[src/rtl/stack_state_mover.sv]
module stack_state_mover #(
  parameter int D  = 14,
  parameter int W  = 16,
  parameter int AW = 16
) (
  input  logic          clk,
  input  logic          rst_n,
  input  logic          start,
  input  logic          op_restore,
  input  logic [AW-1:0] base,
  input  logic [7:0]    cur_sp,
  input  logic [7:0]    cur_brk,
  output logic          busy,
  output logic          done,
  output logic          err,
  output logic          mem_req,
  output logic          mem_we,
  output logic [AW-1:0] mem_addr,
  output logic [W-1:0]  mem_wdata,
  input  logic [W-1:0]  mem_rdata,
  output logic [$clog2(D+3)-1:0] stk_idx,
  output logic          stk_we,
  output logic [W-1:0]  stk_wdata,
  input  logic [W-1:0]  stk_rdata,
  output logic          ctl_we,
  output logic [7:0]    new_sp,
  output logic [7:0]    new_brk,
  output logic [W-1:0]  src_link,
  output logic [W-1:0]  dst_link
);
  localparam int IW = $clog2(D+3);
  localparam logic [7:0] DEPTH8 = 8'(D);

  typedef enum logic [3:0] {
    S_IDLE, S_SV_STK, S_SV_STAT, S_RS_STAT, S_RS_CHK, S_RS_DST, S_RS_LD, S_RS_TAIL, S_FIN
  } st_t;

  st_t           st;
  logic [AW-1:0] base_q;
  logic [IW-1:0] cnt, sp_q;
  logic [7:0]    brk_q;
  logic          err_q;
  logic [W-1:0]  src_q, dst_q;
  logic          rd_ok, last;

  assign rd_ok = mem_rdata[7:0] <= DEPTH8;
  assign last  = cnt == sp_q + IW'(1);

  assign busy     = st != S_IDLE;
  assign done     = st == S_FIN;
  assign err      = err_q;
  assign src_link = src_q;
  assign dst_link = dst_q;

  assign mem_we  = (st == S_SV_STK) || (st == S_SV_STAT);
  assign mem_req = mem_we || (st == S_RS_STAT) || (st == S_RS_DST) || (st == S_RS_LD) ||
                   ((st == S_RS_CHK) && rd_ok);

  always_comb begin
    case (st)
      S_SV_STAT, S_RS_STAT: mem_addr = base_q + AW'(D);
      S_RS_CHK:             mem_addr = base_q + AW'(D + 1);
      S_RS_DST:             mem_addr = base_q + AW'(D + 2);
      default:              mem_addr = base_q + AW'(cnt);
    endcase
  end

  assign mem_wdata = (st == S_SV_STAT) ? W'({brk_q, 8'(sp_q)}) : stk_rdata;

  assign stk_idx   = (st == S_SV_STK) ? cnt + IW'(1) : cnt;
  assign stk_we    = ((st == S_RS_LD) && (cnt != '0)) || (st == S_RS_TAIL);
  assign stk_wdata = mem_rdata;

  assign ctl_we  = (st == S_SV_STAT) || ((st == S_RS_CHK) && rd_ok);
  assign new_sp  = (st == S_SV_STAT) ? 8'd0 : mem_rdata[7:0];
  assign new_brk = (st == S_SV_STAT) ? 8'd0 : mem_rdata[15:8];

  always_ff @(posedge clk) begin
    if (!rst_n) begin
      st     <= S_IDLE;
      base_q <= '0;
      cnt    <= '0;
      sp_q   <= '0;
      brk_q  <= '0;
      err_q  <= 1'b0;
      src_q  <= '0;
      dst_q  <= '0;
    end else begin
      err_q <= 1'b0;
      case (st)
        S_IDLE: if (start) begin
          base_q <= base;
          cnt    <= '0;
          if (op_restore) st <= S_RS_STAT;
          else if (cur_sp > DEPTH8) err_q <= 1'b1;
          else begin
            sp_q  <= IW'(cur_sp);
            brk_q <= cur_brk;
            st    <= S_SV_STK;
          end
        end
        S_SV_STK: begin
          cnt <= cnt + IW'(1);
          if (last) st <= S_SV_STAT;
        end
        S_SV_STAT: st <= S_FIN;
        S_RS_STAT: st <= S_RS_CHK;
        S_RS_CHK: if (rd_ok) begin
          sp_q <= IW'(mem_rdata[7:0]);
          st   <= S_RS_DST;
        end else begin
          err_q <= 1'b1;
          st    <= S_IDLE;
        end
        S_RS_DST: begin
          src_q <= mem_rdata;
          cnt   <= '0;
          st    <= S_RS_LD;
        end
        S_RS_LD: begin
          if (cnt == '0) dst_q <= mem_rdata;
          cnt <= cnt + IW'(1);
          if (last) st <= S_RS_TAIL;
        end
        S_RS_TAIL: st <= S_FIN;
        default:   st <= S_IDLE;
      endcase
    end
  end
endmodule

[config.mk]
export PLATFORM = sky130hd
export DESIGN_NAME = stack_state_mover
export DESIGN_NICKNAME = d
export VERILOG_FILES = /design/src/rtl/stack_state_mover.sv
export SDC_FILE = /design/constraint.sdc
export NUM_CORES = 1
export LEC_CHECK = 0
export BUFFER_PORTS_ARGS = -buffer_cell sky130_fd_sc_hd__buf_2
export CAP_MARGIN = 20
export CORE_UTILIZATION = 45
export CTS_CLUSTER_SIZE = 30
export DETAILED_ROUTE_END_ITERATION = 12
export HOLD_SLACK_MARGIN = 0.05
export PLACE_DENSITY_LB_ADDON = 0.08
export SLEW_MARGIN = 0
export SYNTH_ARGS = -nofsm -noshare
export SYNTH_HDL_FRONTEND = slang
export SYNTH_SLANG_ARGS = --single-unit
[constraint.sdc]
create_clock -name clk -period 6.4 [get_ports clk]
set_input_delay 1.28 -clock clk [delete_from_list [all_inputs] [get_ports clk]]
set_output_delay 1.28 -clock clk [all_outputs]
set_load 0.01 [all_outputs]
## Word level (Yosys, flattened, before mapping)

Cells that the tools add are included.

- Register bits: 71
- Output and inout bits: 108
- Logic and storage cells: 82
- Input port bits: 68

- Order comparisons: 2
- $add $sub $neg: 6
- Equality and inequality tests: 16
- Multiplexer cells: 24
- Bitwise operators: 2
- Reductions and logical operators: 24

Operators with widths:

| kind | number |
|---|---|
| $pmux 16 s3 | 1 |
| $add 16x4->16 const B | 2 |
| $mux 5 | 6 |
| $pmux 4 s7 | 1 |
| $mux 4 | 5 |
| $add 16x5->16 | 1 |
| $add 16x5->16 const B | 1 |
| $eq 4x3->1 const B | 4 |
| $mux 16 | 1 |
| $mux 8 | 2 |
| $pmux 5 s3 | 1 |
| $ne 2x2->1 const B | 6 |
| $add 5x1->5 const B | 2 |
| $pmux 5 s2 | 1 |
| $eq 4x2->1 const B | 2 |
| $gt 8x4->1 const B | 1 |
| $le 8x4->1 const B | 1 |
| $reduce_and 4->1 | 2 |
| $logic_or 1x1->1 | 7 |
| $reduce_and 2->1 | 3 |
| $reduce_or 2->1 | 3 |
| $eq 5x5->1 | 1 |
| $logic_not 5->1 | 1 |
| $reduce_and 5->1 | 1 |
| 13 further kinds | 18 |

## Logic depth before layout (Yosys ltp)

- Word-level depth: 6
- Mapped depth: 12
- Gate-level depth less buffers: 10

## Least setup slack after synthesis

OpenSTA, ideal clock, no wires.

- Path type: reg2out
- Start point: register st[3]
- End point: output mem_addr[10]
- Arrival time: 2.791 ns
- Path buffers: 2
- Path slack: 2.329 ns
- Data required time: 5.120 ns
- Stages on the path, launching flop included: 13
- Cells stage by stage: dfxtp_1 buf_2 nor2_2 and2_1 clkbuf_1 or2_2 ha_1 fa_1 a211oi_1 o21bai_1 a31oi_1 nor3_1 xnor2_1

- Longest elaborated chain between the ends: 3
- Elaborated cells between the ends (all ways): 6
- Classes of those cells: eq/ne: 4; mux: 1; reduce/logical: 1

RTL lines:

| element | RTL line | RTL |
|---|---|---|
| from (decl) | 38 | `st_t st;` |
| from (signal assigned) | 80 | `st <= S_IDLE;` |
| from (signal assigned) | 94 | `if (op_restore) st <= S_RS_STAT;` |
| from (signal assigned) | 99 | `st <= S_SV_STK;` |
| $eq 4x2->1 | 60 | `case (st)` |
| $reduce_or 2->1 | 60 |  |
| $pmux 16 s3 (*) | 60 |  |
| to (decl) | 18 | `output logic [AW-1:0] mem_addr,` |

Every way passes the cells marked *; elsewhere a longest branch is shown, timed or not.

## Worst setup path after layout

- Start point: register st[3]
- End point: output mem_addr[14]

The elaborated chain is that of the path after synthesis.

==> impl_metrics.csv <==
group,metric,value,unit
global_routing,grt-ovfl-total,0,
global_routing,grt_pass1_vias,3975,
placement,gp_congestion,0.8451,
finish,fin_area,5360,sq um
routing,vias_per_cell,5.318,
critical_path,arrival,3.79,ns
global_routing,antenna_found_initial,0,
synth,synthFlopType,"dfxtp_1",
power_and_ir_drop,power.switching,0.0006601,W
critical_path,cp_slowest_stage_delay,0.80,ns
power_and_ir_drop,switching_share,40.45,%
sta,max_freq,197.4,MHz
sta,hold_violations,0,
critical_path,critPathTopFamily,"simple AND/OR/NAND/NOR gates",
critical_path,crit_slowest_cell,"dfxtp_1",
power_and_ir_drop,comb_power_share,41.2,%
routing,drc,0,
sta,period_share,79.17,%
sta,finalSetupViolCount,0,
power_and_ir_drop,irDropWorstVdd,137.9,uV
placement,portBuffers,175,
synth,syn_area_per_cell,7.995,sq um
placement,dpl_cell_area,5141,sq um
synth,synth_nets,625,
finish,final_nets,763,
floorplan,ios,176,
synth,synth-edff-count,0,
clock_tree,cts_sinks,71,
routing,num_vias,4350,
floorplan,die_h,100.5,microns
worst_hold_path,hold_path_class,"reg -> reg",
synth,yosysMostFrequentCell,"nand2_1",
synth,postSynthCellCount,546,
routing,drtIter0Drc,146,
clock_tree,clockBufferDepth,2,
finish,n_fill_cell,916,
power_and_ir_drop,power_frac_clock,24.6,%
clock_tree,cts.htree.levels,3,
routing,wire_per_inst,14.84,microns
synth,ys_warn_count,0,
clock_tree,cts.clk_slew.worst_paths,0.08,ns
sta,finClkSkew,0.008811,ns
synth,netlist-cell-type-count,65,
critical_path,crit_required,5.12,ns
routing,ant_nets,0,
floorplan,die_w,100.5,microns
critical_path,setup.worst_path.start_class,"register",
synth,yosysSeqAreaShare,32.56,%
floorplan,core.rowCount,35,
placement,dp.final_hpwl,8.887,mm
finish,synthToLayoutAreaGrowth,22.79,%
clock_tree,cts_made_buffers,9,
floorplan,dieArea,10100,sq um
sta,drv_slew,0,
global_routing,grt_use_total,24.30,%
clock_tree,cts_tree,"done",
synth,async_flop_share,0,%
routing,first_pass_iters,4,
power_and_ir_drop,power_frac_seq,34.1,%
routing,wirelength,12.14,mm
critical_path,worst-path-buf-inv,1,
critical_path,worst_setup_path_end_kind,"primary output",
floorplan,initial_core_util,46.80,%
power_and_ir_drop,p_leak,2.370,nW
synth,ys_top_cells_by_area,"dfxtp_1 33%, nand2_1 7.6%, mux2i_1 6.9%, a21oi_1 6.1%, nor2_1 4.1%",
critical_path,path_cells,"nor2_2, and2_1, or2_2, ha_1, fa_1, a211oi_1, o21bai_1, a31oi_1, nor4_1, xor2_1, buf_2",
sta,rsz0062_at_grt,"false",
clock_tree,worstSkewPairLatency,0.34,ns
sta,fin_crit,5.067,ns
clock_tree,post_cts_buffers,0,
finish,drive_gt1_share,32.66,%
flow_run,cap_viol_max_count,0,
power_and_ir_drop,p_int,0.0009717,W
sta,finalSetupTns,0,ns
synth,synth_top_area_share,32.56,%
synth,yosysTopAreaCell,"dfxtp_1",
finish,fin_util,57.46,%
synth,yosys-top-cells-count,"88 x nand2_1, 71 x dfxtp_1, 53 x a21oi_1, 48 x nor2_1, 30 x mux2i_1",
critical_path,path_max_fanout,20,
synth,netlist_area,4365,sq um
floorplan,core-area,9328,sq um
clock_tree,cts_hold_buf,0,
global_routing,grt_max_degree,60,
clock_tree,root_buffer,"clkbuf_8",
sta,worst_pin_slew,1.020,ns
sta,maxSlewHeadroom,31.97,%
clock_tree,cts-resized-gates,0,
outcome,status,"finished, final reports clean",
finish,num_antenna_cells,0,
power_and_ir_drop,power_density,304.4,nW/um^2
critical_path,criticalPathCategory,"reg -> out",
global_routing,grt_first_pass_wirelength,19.35,mm
synth,synth_seq_cells,71,
==> worst register-to-register path: stages (launching register included) <==
cell and delay (ns):
dfxtp_1 0.54, nor2_2 0.33, nand3_2 0.43, nor3_4 0.60, mux2i_1 0.26, nor2_1 0.05
==> power by group through the flow <==
stage	clock network (W)	registers (W)	logic, W
2_1_floorplan	0	0.000519	0.000495
3_3_place_gp	0	0.000563	0.000664
3_5_place_dp	0	0.000566	0.000672
4_1_cts	0.000413	0.000555	0.000676
5_1_grt	0.000429	0.000566	0.000742
6_report	0.000402	0.000557	0.000673
==> layout make-up <==
type	instances	area (sq um)	area share, %
clock buffers	9	123.9	2.311
clock inverters	7	95.09	1.774
inverters	9	33.78	0.6303
multi-input cells	417	2641	49.28
flip-flops and latches	71	1421	26.52
well taps	129	161.4	3.011
repair buffers	176	883.3	16.48
==> through the flow <==
| step | std cells | total power, W | worst slack, ns | hold WS (ns) |
|---|---|---|---|---|
| after floorplan | 546 | 0.001014 | 2.329 | 0.4317 |
| after detailed placement | 802 | 0.001238 | 1.750 | 0.4436 |
| after global placement | 802 | 0.001226 | 1.844 | 0.4394 |
| after CTS | 818 | 0.001644 | 1.351 | 0.4559 |
| after global routing | 818 | 0.001737 | 1.013 | 0.4804 |
| final | 818 | 0.001632 | 1.333 | 0.4550 |
==> kinds of logic (layout without fill, tap and decap cells) <==
logic type               Yosys count  after routing  share of synthesized area, %
buffers and inverters             58            201                         6.936
AND/OR/NAND/NOR                  229            229                         26.40
AO/OA/AOI/OAI                    117            117                         17.14
multiplexers                      43             43                         10.23
adder cells (fa/ha/maj)           11             11                         3.325
flip-flops                        71             71                         32.56
XOR/XNOR                          17             17                         3.411
==> per-layer routing <==
layer / up-vias / part of all wire (%) / global-route usage, %
met1: 2006 / 45 / 31.98
met2: 157 / 47 / 39.94
met4: 0 / 1.6 / 9.253
li1: 2170 / - / -
met5: - / 0 / 0
met3: 17 / 6.7 / 4.022
==> placed cells by master, fill, tap and decap left out, types with 3 or more instances in the layout <==
cell type	n
nand2_1	88
nor2b_1	25
or2_2	4
ha_1	10
nor3_1	6
xnor2_1	9
and3_1	4
dfxtp_1	71
o21a_1	3
nand3_1	11
a21o_1	5
a21oi_1	53
mux2_2	13
nor4_1	3
o21ai_0	17
mux2i_1	30
or3_1	4
and2_1	6
buf_2	175
inv_1	8
nand3b_1	3
a211oi_1	11
a31oi_1	3
nand2b_1	3
nor2_1	48
o221ai_1	3
xor2_1	8
clkbuf_8	9
nand4_1	6
==> sequential cells by signal, indices dropped and copies added (netlist names) <==
name	flops
base_q	16
sp_q	5
brk_q	8
dst_link	16
err	1
cnt	5
st	4
src_link	16
==> worst paths after layout <==
kind                                                 from                        end  slack (ns)  cells after the start
worst min-delay path            src_link[14]$_SDFFE_PN0P_  src_link[14]$_SDFFE_PN0P_        0.46                      2
worst min register to register  src_link[14]$_SDFFE_PN0P_  src_link[14]$_SDFFE_PN0P_        0.46                      2
worst max-delay path                   st[3]$_SDFFE_PN0P_               mem_addr[14]        1.33                     11
worst max register to register         st[3]$_SDFFE_PN0P_      brk_q[3]$_SDFFE_PN0P_        4.06                      5
Note: power is estimated with default switching activity, not from simulation.
